==> src/rtl/adc_ctrl_pkg.sv <==
// Shared types for the staircase conversion sequencer.
package adc_ctrl_pkg;
    // Sequencer state: waiting for a start pulse, or stepping the code.
    typedef enum logic {
        ST_IDLE = 1'b0,
        ST_RUN  = 1'b1
    } conv_state_t;
endpackage

==> src/rtl/count_unit.sv <==
// Up-counter that drives the DAC code.
// Assumes: clr_i and en_i are never high together (the sequencer guarantees this).
// The counter saturates by policy: the sequencer stops enabling it at all-ones.
module count_unit #(
    parameter int CODE_W = 4
) (
    input  logic              clk,
    input  logic              rst_n,
    input  logic              clr_i,
    input  logic              en_i,
    output logic [CODE_W-1:0] cnt_o,
    output logic              at_max_o
);
    localparam logic [CODE_W-1:0] MAX_CODE = {CODE_W{1'b1}};

    // Clear on start, step by one when enabled, otherwise hold.
    always_ff @(posedge clk) begin
        if (!rst_n)
            cnt_o <= '0;
        else if (clr_i)
            cnt_o <= '0;
        else if (en_i)
            cnt_o <= cnt_o + 1'b1;
    end

    // Flag the final code so the sequencer can stop without wrapping.
    always_comb at_max_o = (cnt_o == MAX_CODE);
endmodule

==> src/rtl/seq_ctrl.sv <==
// Two-state sequencer. It accepts start only when idle, runs until the
// comparator inhibit or the final code, then requests a latch and returns idle.
// Assumes: cmp_i is already synchronous to clk.
module seq_ctrl
    import adc_ctrl_pkg::*;
(
    input  logic clk,
    input  logic rst_n,
    input  logic start_i,
    input  logic cmp_i,
    input  logic at_max_i,
    output logic clr_o,
    output logic en_o,
    output logic latch_o,
    output logic busy_o
);
    conv_state_t state_q;

    // Decode control strobes from the current state and inputs.
    always_comb begin
        busy_o  = (state_q == ST_RUN);
        clr_o   = !busy_o && start_i;
        latch_o = busy_o && (cmp_i || at_max_i);
        en_o    = busy_o && !latch_o;
    end

    // Advance the state: idle to run on start, run to idle on latch.
    always_ff @(posedge clk) begin
        if (!rst_n)
            state_q <= ST_IDLE;
        else if (clr_o)
            state_q <= ST_RUN;
        else if (latch_o)
            state_q <= ST_IDLE;
    end
endmodule

==> src/rtl/result_reg.sv <==
// Result holding register and one-cycle end-of-conversion flag.
// Assumes: latch_i is a single-cycle strobe from the sequencer.
module result_reg #(
    parameter int CODE_W = 4
) (
    input  logic              clk,
    input  logic              rst_n,
    input  logic              latch_i,
    input  logic [CODE_W-1:0] code_i,
    output logic [CODE_W-1:0] result_o,
    output logic              eoc_o
);
    // Capture the frozen code on the latch strobe and hold it otherwise.
    always_ff @(posedge clk) begin
        if (!rst_n)
            result_o <= '0;
        else if (latch_i)
            result_o <= code_i;
    end

    // Raise the end-of-conversion flag for the cycle after the latch edge.
    always_ff @(posedge clk) begin
        if (!rst_n)
            eoc_o <= 1'b0;
        else
            eoc_o <= latch_i;
    end
endmodule

==> src/rtl/staircase_adc_ctrl.sv <==
// Top of the staircase ADC sequencer: counter, sequencer and result register.
// Assumes: an external DAC converts dac_code_o and an external comparator
// drives cmp_i high once that level has reached the analog input.
module staircase_adc_ctrl #(
    parameter int CODE_W = 4
) (
    input  logic              clk,
    input  logic              rst_n,
    input  logic              start_i,
    input  logic              cmp_i,
    output logic [CODE_W-1:0] dac_code_o,
    output logic              eoc_o,
    output logic [CODE_W-1:0] result_o
);
    logic clr;
    logic en;
    logic latch;
    logic busy;
    logic at_max;

    count_unit #(.CODE_W(CODE_W)) u_count (
        .clk      (clk),
        .rst_n    (rst_n),
        .clr_i    (clr),
        .en_i     (en),
        .cnt_o    (dac_code_o),
        .at_max_o (at_max)
    );

    seq_ctrl u_seq (
        .clk      (clk),
        .rst_n    (rst_n),
        .start_i  (start_i),
        .cmp_i    (cmp_i),
        .at_max_i (at_max),
        .clr_o    (clr),
        .en_o     (en),
        .latch_o  (latch),
        .busy_o   (busy)
    );

    result_reg #(.CODE_W(CODE_W)) u_result (
        .clk      (clk),
        .rst_n    (rst_n),
        .latch_i  (latch),
        .code_i   (dac_code_o),
        .result_o (result_o),
        .eoc_o    (eoc_o)
    );
endmodule

==> config.mk <==
export PLATFORM = sky130hd
export DESIGN_NAME = staircase_adc_ctrl
export DESIGN_NICKNAME = d
export VERILOG_FILES = /design/src/rtl/adc_ctrl_pkg.sv /design/src/rtl/count_unit.sv /design/src/rtl/seq_ctrl.sv /design/src/rtl/result_reg.sv /design/src/rtl/staircase_adc_ctrl.sv
export SDC_FILE = /design/constraint.sdc
export NUM_CORES = 1
export LEC_CHECK = 0
export BUFFER_PORTS_ARGS = -buffer_cell sky130_fd_sc_hd__clkbuf_2
export CELL_PAD_IN_SITES_DETAIL_PLACEMENT = 0
export CELL_PAD_IN_SITES_GLOBAL_PLACEMENT = 1
export CORE_AREA = 3 3 40 42
export CTS_CLUSTER_DIAMETER = 50
export DETAILED_ROUTE_END_ITERATION = 12
export DIE_AREA = 0 0 43 45
export PLACE_DENSITY_LB_ADDON = 0.1
export SLEW_MARGIN = 40
export SYNTH_ARGS = -nofsm -noshare
export SYNTH_HDL_FRONTEND = slang
export SYNTH_SLANG_ARGS = --single-unit
==> constraint.sdc <==
create_clock -name clk -period 2.3 [get_ports clk]
set_input_delay 0.46 -clock clk [delete_from_list [all_inputs] [get_ports clk]]
set_output_delay 0.46 -clock clk [all_outputs]
set_load 0.005 [all_outputs]
==> reports/metrics.yaml, run 1 <==
placed_design:
  dp_hpwl_um: 639
  numPortBuffers: 12
  place_inst: 74
  gp_congestion: 0.743
die:
  die_h_um: 45
  ios: 13
  die_area_mm2: 0.00194
  start_util_pct: 33.3
  dieWidth_um: 43
  coreArea_mm2: 0.00128
  rows: 13
clock_network:
  ctsLongestPathBuffers: 2
  cts_tree: "done"
  postCtsSetupRepairBufs: 0
  hold_buffers: 0
  cts_resized: 0
  cts_buffers: 3
  cts.sinks: 10
  h-tree-depth: 1
  clk_pin_slew_worst_paths_ns: 0.06
  cts_root_buf: "clkbuf_4"
  clock_latency_ns: 0.27
final_layout:
  n_antenna_cell: 0
  area_growth_pct: 22.8
  drive_gt1_share_pct: 25.8
  final_cells: 77
  n_fill_cell: 136
  layout.nets: 69
  utilization_pct: 40.9
power:
  irDropWorstVdd_mv: 0.277
  p_per_area_mw_per_mm2: 609
  p_leak_nw: 0.221
yosys:
  synth_cell_types: 18
  yosysTopAreaCell: "dfxtp_1"
  post_synth.cell_area_avg_um2: 8.91
  synth_area_leaders: "dfxtp_1 47%, mux2i_1 14%, nand2_1 8.8%"
  synth_fp_nets: 53
  synthDominantCellAreaShare_pct: 46.8
  ys_ff_latch: 10
  ys_warn_count: 0
  syn_inst: 48
  syn_area_um2: 428
  ys_seq_area_share_pct: 46.8
worst_setup_path:
  reg2reg_slack_ns: 0.79
  critPathLaunchType: "flip-flop"
  crit_arrival_ns: 1.71
  worstPathRequired_ns: 2.50
  crit_type: "reg2reg"
  path_max_fanout: 6
  worstSetupEndpointType: "flip-flop"
sta:
  min_period_ns: 1.51
  drv_slew: 0
  final.period_utilization_pct: 65.8
  skew_ns: 0.00603
  rsz0062_at_grt: "no"
  finalSetupViolations: 0
  setup_tns_ns: 0
  hold_viol: 0
  worstMarginPinSlew_ns: 0.449
  fmax_mhz: 661
  slew_headroom_pct: 70.0
worst_hold_path:
  hold_path.class: "reg2reg"
grt:
  grt_max_degree: 16
  grt_pass1_wl_mm: 1.44
  antenna_found_initial: 0
  overflow: 0
  grt_usage_pct: 10.7
  grt_pass1_vias: 333
detailed_routing:
  drt_first_pass_iters: 2
  viasPerCell: 4.83
  wl_per_cell_um: 11.7
  drt_iter0_markers: 4
  antenna_left: 0
  drt-total-wl_um: 899
  vias: 372
  drc: 0
status:
  status: "finished, final reports clean"
flow_run:
  cap_violations: 0
## critical path: stages (launching register included)
cell,delay (ns)
dfxtp_1,0.43
ha_1,0.23
a31oi_1,0.15
nor2_1,0.39
mux2i_1,0.24
## layout make-up
type / instances / area [um^2] / share of cell area [%]
Inverter: 1 / 3.75 / 0.714
Timing Repair Buffer: 12 / 60.1 / 11.4
Tap cell: 15 / 18.8 / 3.57
Clock buffer: 3 / 22.5 / 4.29
Sequential cell: 10 / 200 / 38.1
Multi-Input combinational cell: 36 / 220 / 41.9
## cells in the mapped netlist
| master | number |
|---|---|
| dfxtp_1 | 10 |
| nand2_1 | 10 |
| mux2i_1 | 6 |
| nand3_1 | 5 |
| a21oi_1 | 2 |
| nand3b_1 | 2 |
| o21ai_0 | 2 |
| a21boi_0 | 1 |
| a31o_2 | 1 |
| a31oi_1 | 1 |
| and3_1 | 1 |
| clkbuf_1 | 1 |
| ha_1 | 1 |
| inv_1 | 1 |
| nand2b_1 | 1 |
| nor2_1 | 1 |
| nor3_1 | 1 |
| or3_1 | 1 |
## cell usage in the layout, fill, tap and decap left out
| cell type | n |
|---|---|
| nand2b_1 | 1 |
| a21oi_1 | 2 |
| inv_1 | 1 |
| a31o_2 | 1 |
| a31oi_1 | 1 |
| a21boi_0 | 1 |
| nand3b_1 | 2 |
| and3_1 | 1 |
| nor2_1 | 1 |
| or3_1 | 1 |
| clkbuf_4 | 3 |
| clkbuf_2 | 12 |
| nor3_1 | 1 |
| nand2_1 | 10 |
| dfxtp_1 | 10 |
| mux2i_1 | 6 |
| nand3_1 | 5 |
| o21ai_0 | 2 |
| ha_1 | 1 |
## where the power goes
part	total, W	switching [W]	internal [W]
clock network	0.000119	0.0000585	0.0000604
logic	0.0000228	0.0000138	0.00000891
registers	0.000179	0.00000283	0.000176
## state kept, by name (all words and copies together) (netlist names)
signal / count
u_result.result_o: 4
u_seq.busy_o: 1
u_count.cnt_o: 4
u_result.eoc_o: 1
## worst paths after layout
check / start / cells past startpoint / end
hold / removal: u_result.result_o[2]$_SDFFE_PN0P_ / 2 / u_result.result_o[2]$_SDFFE_PN0P_
setup / recovery: u_count.cnt_o[0]$_SDFFE_PP0P_ / 4 / u_result.result_o[0]$_SDFFE_PN0P_
hold reg to reg: u_result.result_o[2]$_SDFFE_PN0P_ / 2 / u_result.result_o[2]$_SDFFE_PN0P_
setup reg to reg: u_count.cnt_o[0]$_SDFFE_PP0P_ / 4 / u_result.result_o[0]$_SDFFE_PN0P_
## metrics by stage
step / power [W] / area (um^2) / worst slack (ns) / hold WS [ns]
floorplan: 0.000197 / 428 / 0.994 / 0.451
global placement: 0.000206 / 503 / 0.845 / 0.448
detailed placement: 0.000206 / 503 / 0.818 / 0.447
CTS: 0.000327 / 526 / 0.785 / 0.465
global route: 0.000339 / 526 / 0.667 / 0.472
finish: 0.000320 / 526 / 0.786 / 0.461
## per-layer routing
layer  track usage, %  wire [um]  vias to the layer above
met3             5.98         78                        4
li1                 -          -                      198
met2             15.3        362                       13
met5                0          0                        -
met1             12.2        431                      157
met4             7.23         26                        0
## cell families after synthesis
logic type	count (synthesis)	share of synthesized area, %
and+or+nand+nor	22	24.6
DFF	10	46.8
AOI/OAI and AO/OA	7	9.94
muxes	6	14.0
buffers and inverters	2	1.75
adders and majority gates	1	2.92
Power figures use the tool's default switching activity.
==> inputs of run 2 (changes only) <==
Settings changed: CORE_AREA 3 3 40 42 to default, CORE_MARGIN from default to 3, CORE_UTILIZATION from default to 33, DIE_AREA 0 0 43 45 to default.
Clock period 2.3 ns to 1.4 ns, I/O delays scaled along.
==> run 2 against run 1 <==
Effect of this change: via count rose by 8.1%; combinational power rose by 89%; power rose by 86%; largest cell class unchanged; hold slack got worse by 0.036 ns; fmax rose by 14%; largest power group unchanged; register-to-register slack got worse by 0.71 ns; final area rose by 7.1%.
==> reports/metrics.yaml, run 2 (synthesis results as in run 1) <==
status:
  status: "finished, final reports clean"
die:
  die_area_mm2: 0.00176  # -8.8%
  die_h_um: 42.0  # -6.6%
  coreArea_mm2: 0.00116  # -10%
  rows: 12  # -1
  dieWidth_um: 42.0  # -2.3%
  ios: 13  # unchanged
  start_util_pct: 37.0  # +3.7 points
clock_network:
  cts_buffers: 3  # unchanged
  ctsLongestPathBuffers: 2  # unchanged
  cts.sinks: 10  # unchanged
  cts_root_buf: "clkbuf_4"
  cts_tree: "done"
  clock_latency_ns: 0.27  # about the same
  postCtsSetupRepairBufs: 0  # unchanged
  clk_pin_slew_worst_paths_ns: 0.07  # about the same
  hold_buffers: 0  # unchanged
  h-tree-depth: 1  # unchanged
  cts_resized: 0  # unchanged
grt:
  overflow: 0  # unchanged
  grt_pass1_wl_mm: 1.44  # -0.49%
  grt_usage_pct: 10.9  # +0.17 points
  antenna_found_initial: 0  # unchanged
  grt_max_degree: 16  # unchanged
  grt_pass1_vias: 353  # +6.0%
sta:
  slew_headroom_pct: 81.6  # +12 points
  worstMarginPinSlew_ns: 0.276  # -0.173 ns
  skew_ns: 0.00450  # -0.00153 ns
  rsz0062_at_grt: "no"
  min_period_ns: 1.33  # -0.187 ns
  final.period_utilization_pct: 94.8  # +29 points
  drv_slew: 0  # unchanged
  hold_viol: 0  # unchanged
  setup_tns_ns: 0  # unchanged
  finalSetupViolations: 0  # unchanged
  fmax_mhz: 754  # +14%
detailed_routing:
  drt_first_pass_iters: 3  # +1
  viasPerCell: 5.03  # +4.0%
  drt-total-wl_um: 895  # -0.44%
  drt_iter0_markers: 4  # unchanged
  vias: 402  # +8.1%
  antenna_left: 0  # unchanged
  wl_per_cell_um: 11.2  # -4.2%
  drc: 0  # unchanged
flow_run:
  cap_violations: 0  # unchanged
placed_design:
  gp_congestion: 0.693  # -6.7%
  place_inst: 76  # +2.7%
  dp_hpwl_um: 677  # +6.0%
  numPortBuffers: 12  # unchanged
  dpl-instance-area_um2: 524  # +4.2%
final_layout:
  layout_common_cells: "12 x clkbuf_2, 10 x nand2_1, 10 x dfxtp_1"
  drive_gt1_share_pct: 31.8  # +6.0 points
  final_cells: 80  # +3.9%
  final_common_cell: "clkbuf_2"
  register_area_um2: 200  # unchanged
  layout.nets: 72  # +4.3%
  n_antenna_cell: 0  # unchanged
  multi_input_area_um2: 223  # +1.1%
  area_growth_pct: 31.6
  reg.largest.list: "u_count.cnt_o: 4 flops, u_result.result_o: 4 flops"
  fin_area_um2: 563  # +7.1%
  utilization_pct: 48.7  # +7.8 points
  n_fill_cell: 119  # -13%
worst_setup_path:
  path_max_fanout: 5  # -1
  crit_type: "reg2reg"
  critPathLaunchType: "flip-flop"
  crit_arrival_ns: 1.53  # -0.18 ns
  reg2reg_slack_ns: 0.07  # -0.71 ns
  worstSetupEndpointType: "flip-flop"
  r2r_start: "u_count.cnt_o[0]$_SDFFE_PP0P_"
  worstPathRequired_ns: 1.60  # -0.90 ns
  reg2reg_depth: 4  # unchanged
  reg2reg_to: "u_count.cnt_o[0]$_SDFFE_PP0P_"
power:
  irDropWorstVdd_mv: 0.520  # +88%
  p_leak_nw: 0.244  # +10%
  p_per_area_mw_per_mm2: 1060  # +74%
worst_hold_path:
  min_to: "u_seq.busy_o$_SDFFE_PN0P_"
  min_path_cells: 3  # +1
  min_from: "start_i"
  hold_path.class: "in2reg"
==> run 2: per-stage QoR <==
step	setup slack, ns	power, W	hold WS, ns
2_1_floorplan	0.0938	0.000324	0.433
3_3_place_gp	0.0705	0.000341	0.445
3_5_place_dp	0.0640	0.000342	0.455
4_1_cts	0.0463	0.000605	0.425
5_1_grt	0.0000423	0.000624	0.440
6_report	0.0733	0.000596	0.425
==> run 2: worst max-delay path by stage <==
stage                                   from                           endpoint  slack, ns  cells after the start
2_1_floorplan  u_count.cnt_o[0]$_SDFFE_PP0P_      u_count.cnt_o[0]$_SDFFE_PP0P_       0.09                      4
3_3_place_gp   u_count.cnt_o[1]$_SDFFE_PP0P_  u_result.result_o[0]$_SDFFE_PN0P_       0.07                      4
3_5_place_dp   u_count.cnt_o[1]$_SDFFE_PP0P_  u_result.result_o[3]$_SDFFE_PN0P_       0.06                      4
4_1_cts        u_count.cnt_o[1]$_SDFFE_PP0P_  u_result.result_o[3]$_SDFFE_PN0P_       0.05                      4
5_1_grt        u_count.cnt_o[0]$_SDFFE_PP0P_      u_count.cnt_o[3]$_SDFFE_PP0P_    0.00004                      4
6_report       u_count.cnt_o[0]$_SDFFE_PP0P_      u_count.cnt_o[0]$_SDFFE_PP0P_       0.07                      4
==> run 2: worst max-delay path: stages (launching register included) <==
cell,delay [ns]
dfxtp_1,0.31
ha_1,0.23
a31o_2,0.28
or3_1,0.30
a21oi_1,0.14
==> run 2: per-layer routing <==
metal / track usage [%] / share of wire (%) / vias to the layer above
li1: - / - / 207
met2: 16.4 / 43 / 11
met5: 0 / 0 / -
met1: 12.5 / 47 / 184
met3: 6.87 / 9.4 / 0
met4: 3.73 / 0 / 0
==> run 2: area by class of cell <==
class                   instances  area share, %
well taps                      14           3.11
inverters                       1          0.667
clock buffers                   4           6.44
flip-flops and latches         10           35.6
multi-input cells              36           39.6
repair buffers                 15           14.7
==> run 2: power breakdown <==
group	switching, W	internal (W)
clock	0.000103	0.000158
combinational	0.0000252	0.0000180
sequential	0.00000359	0.000289
total	0.000132	0.000465
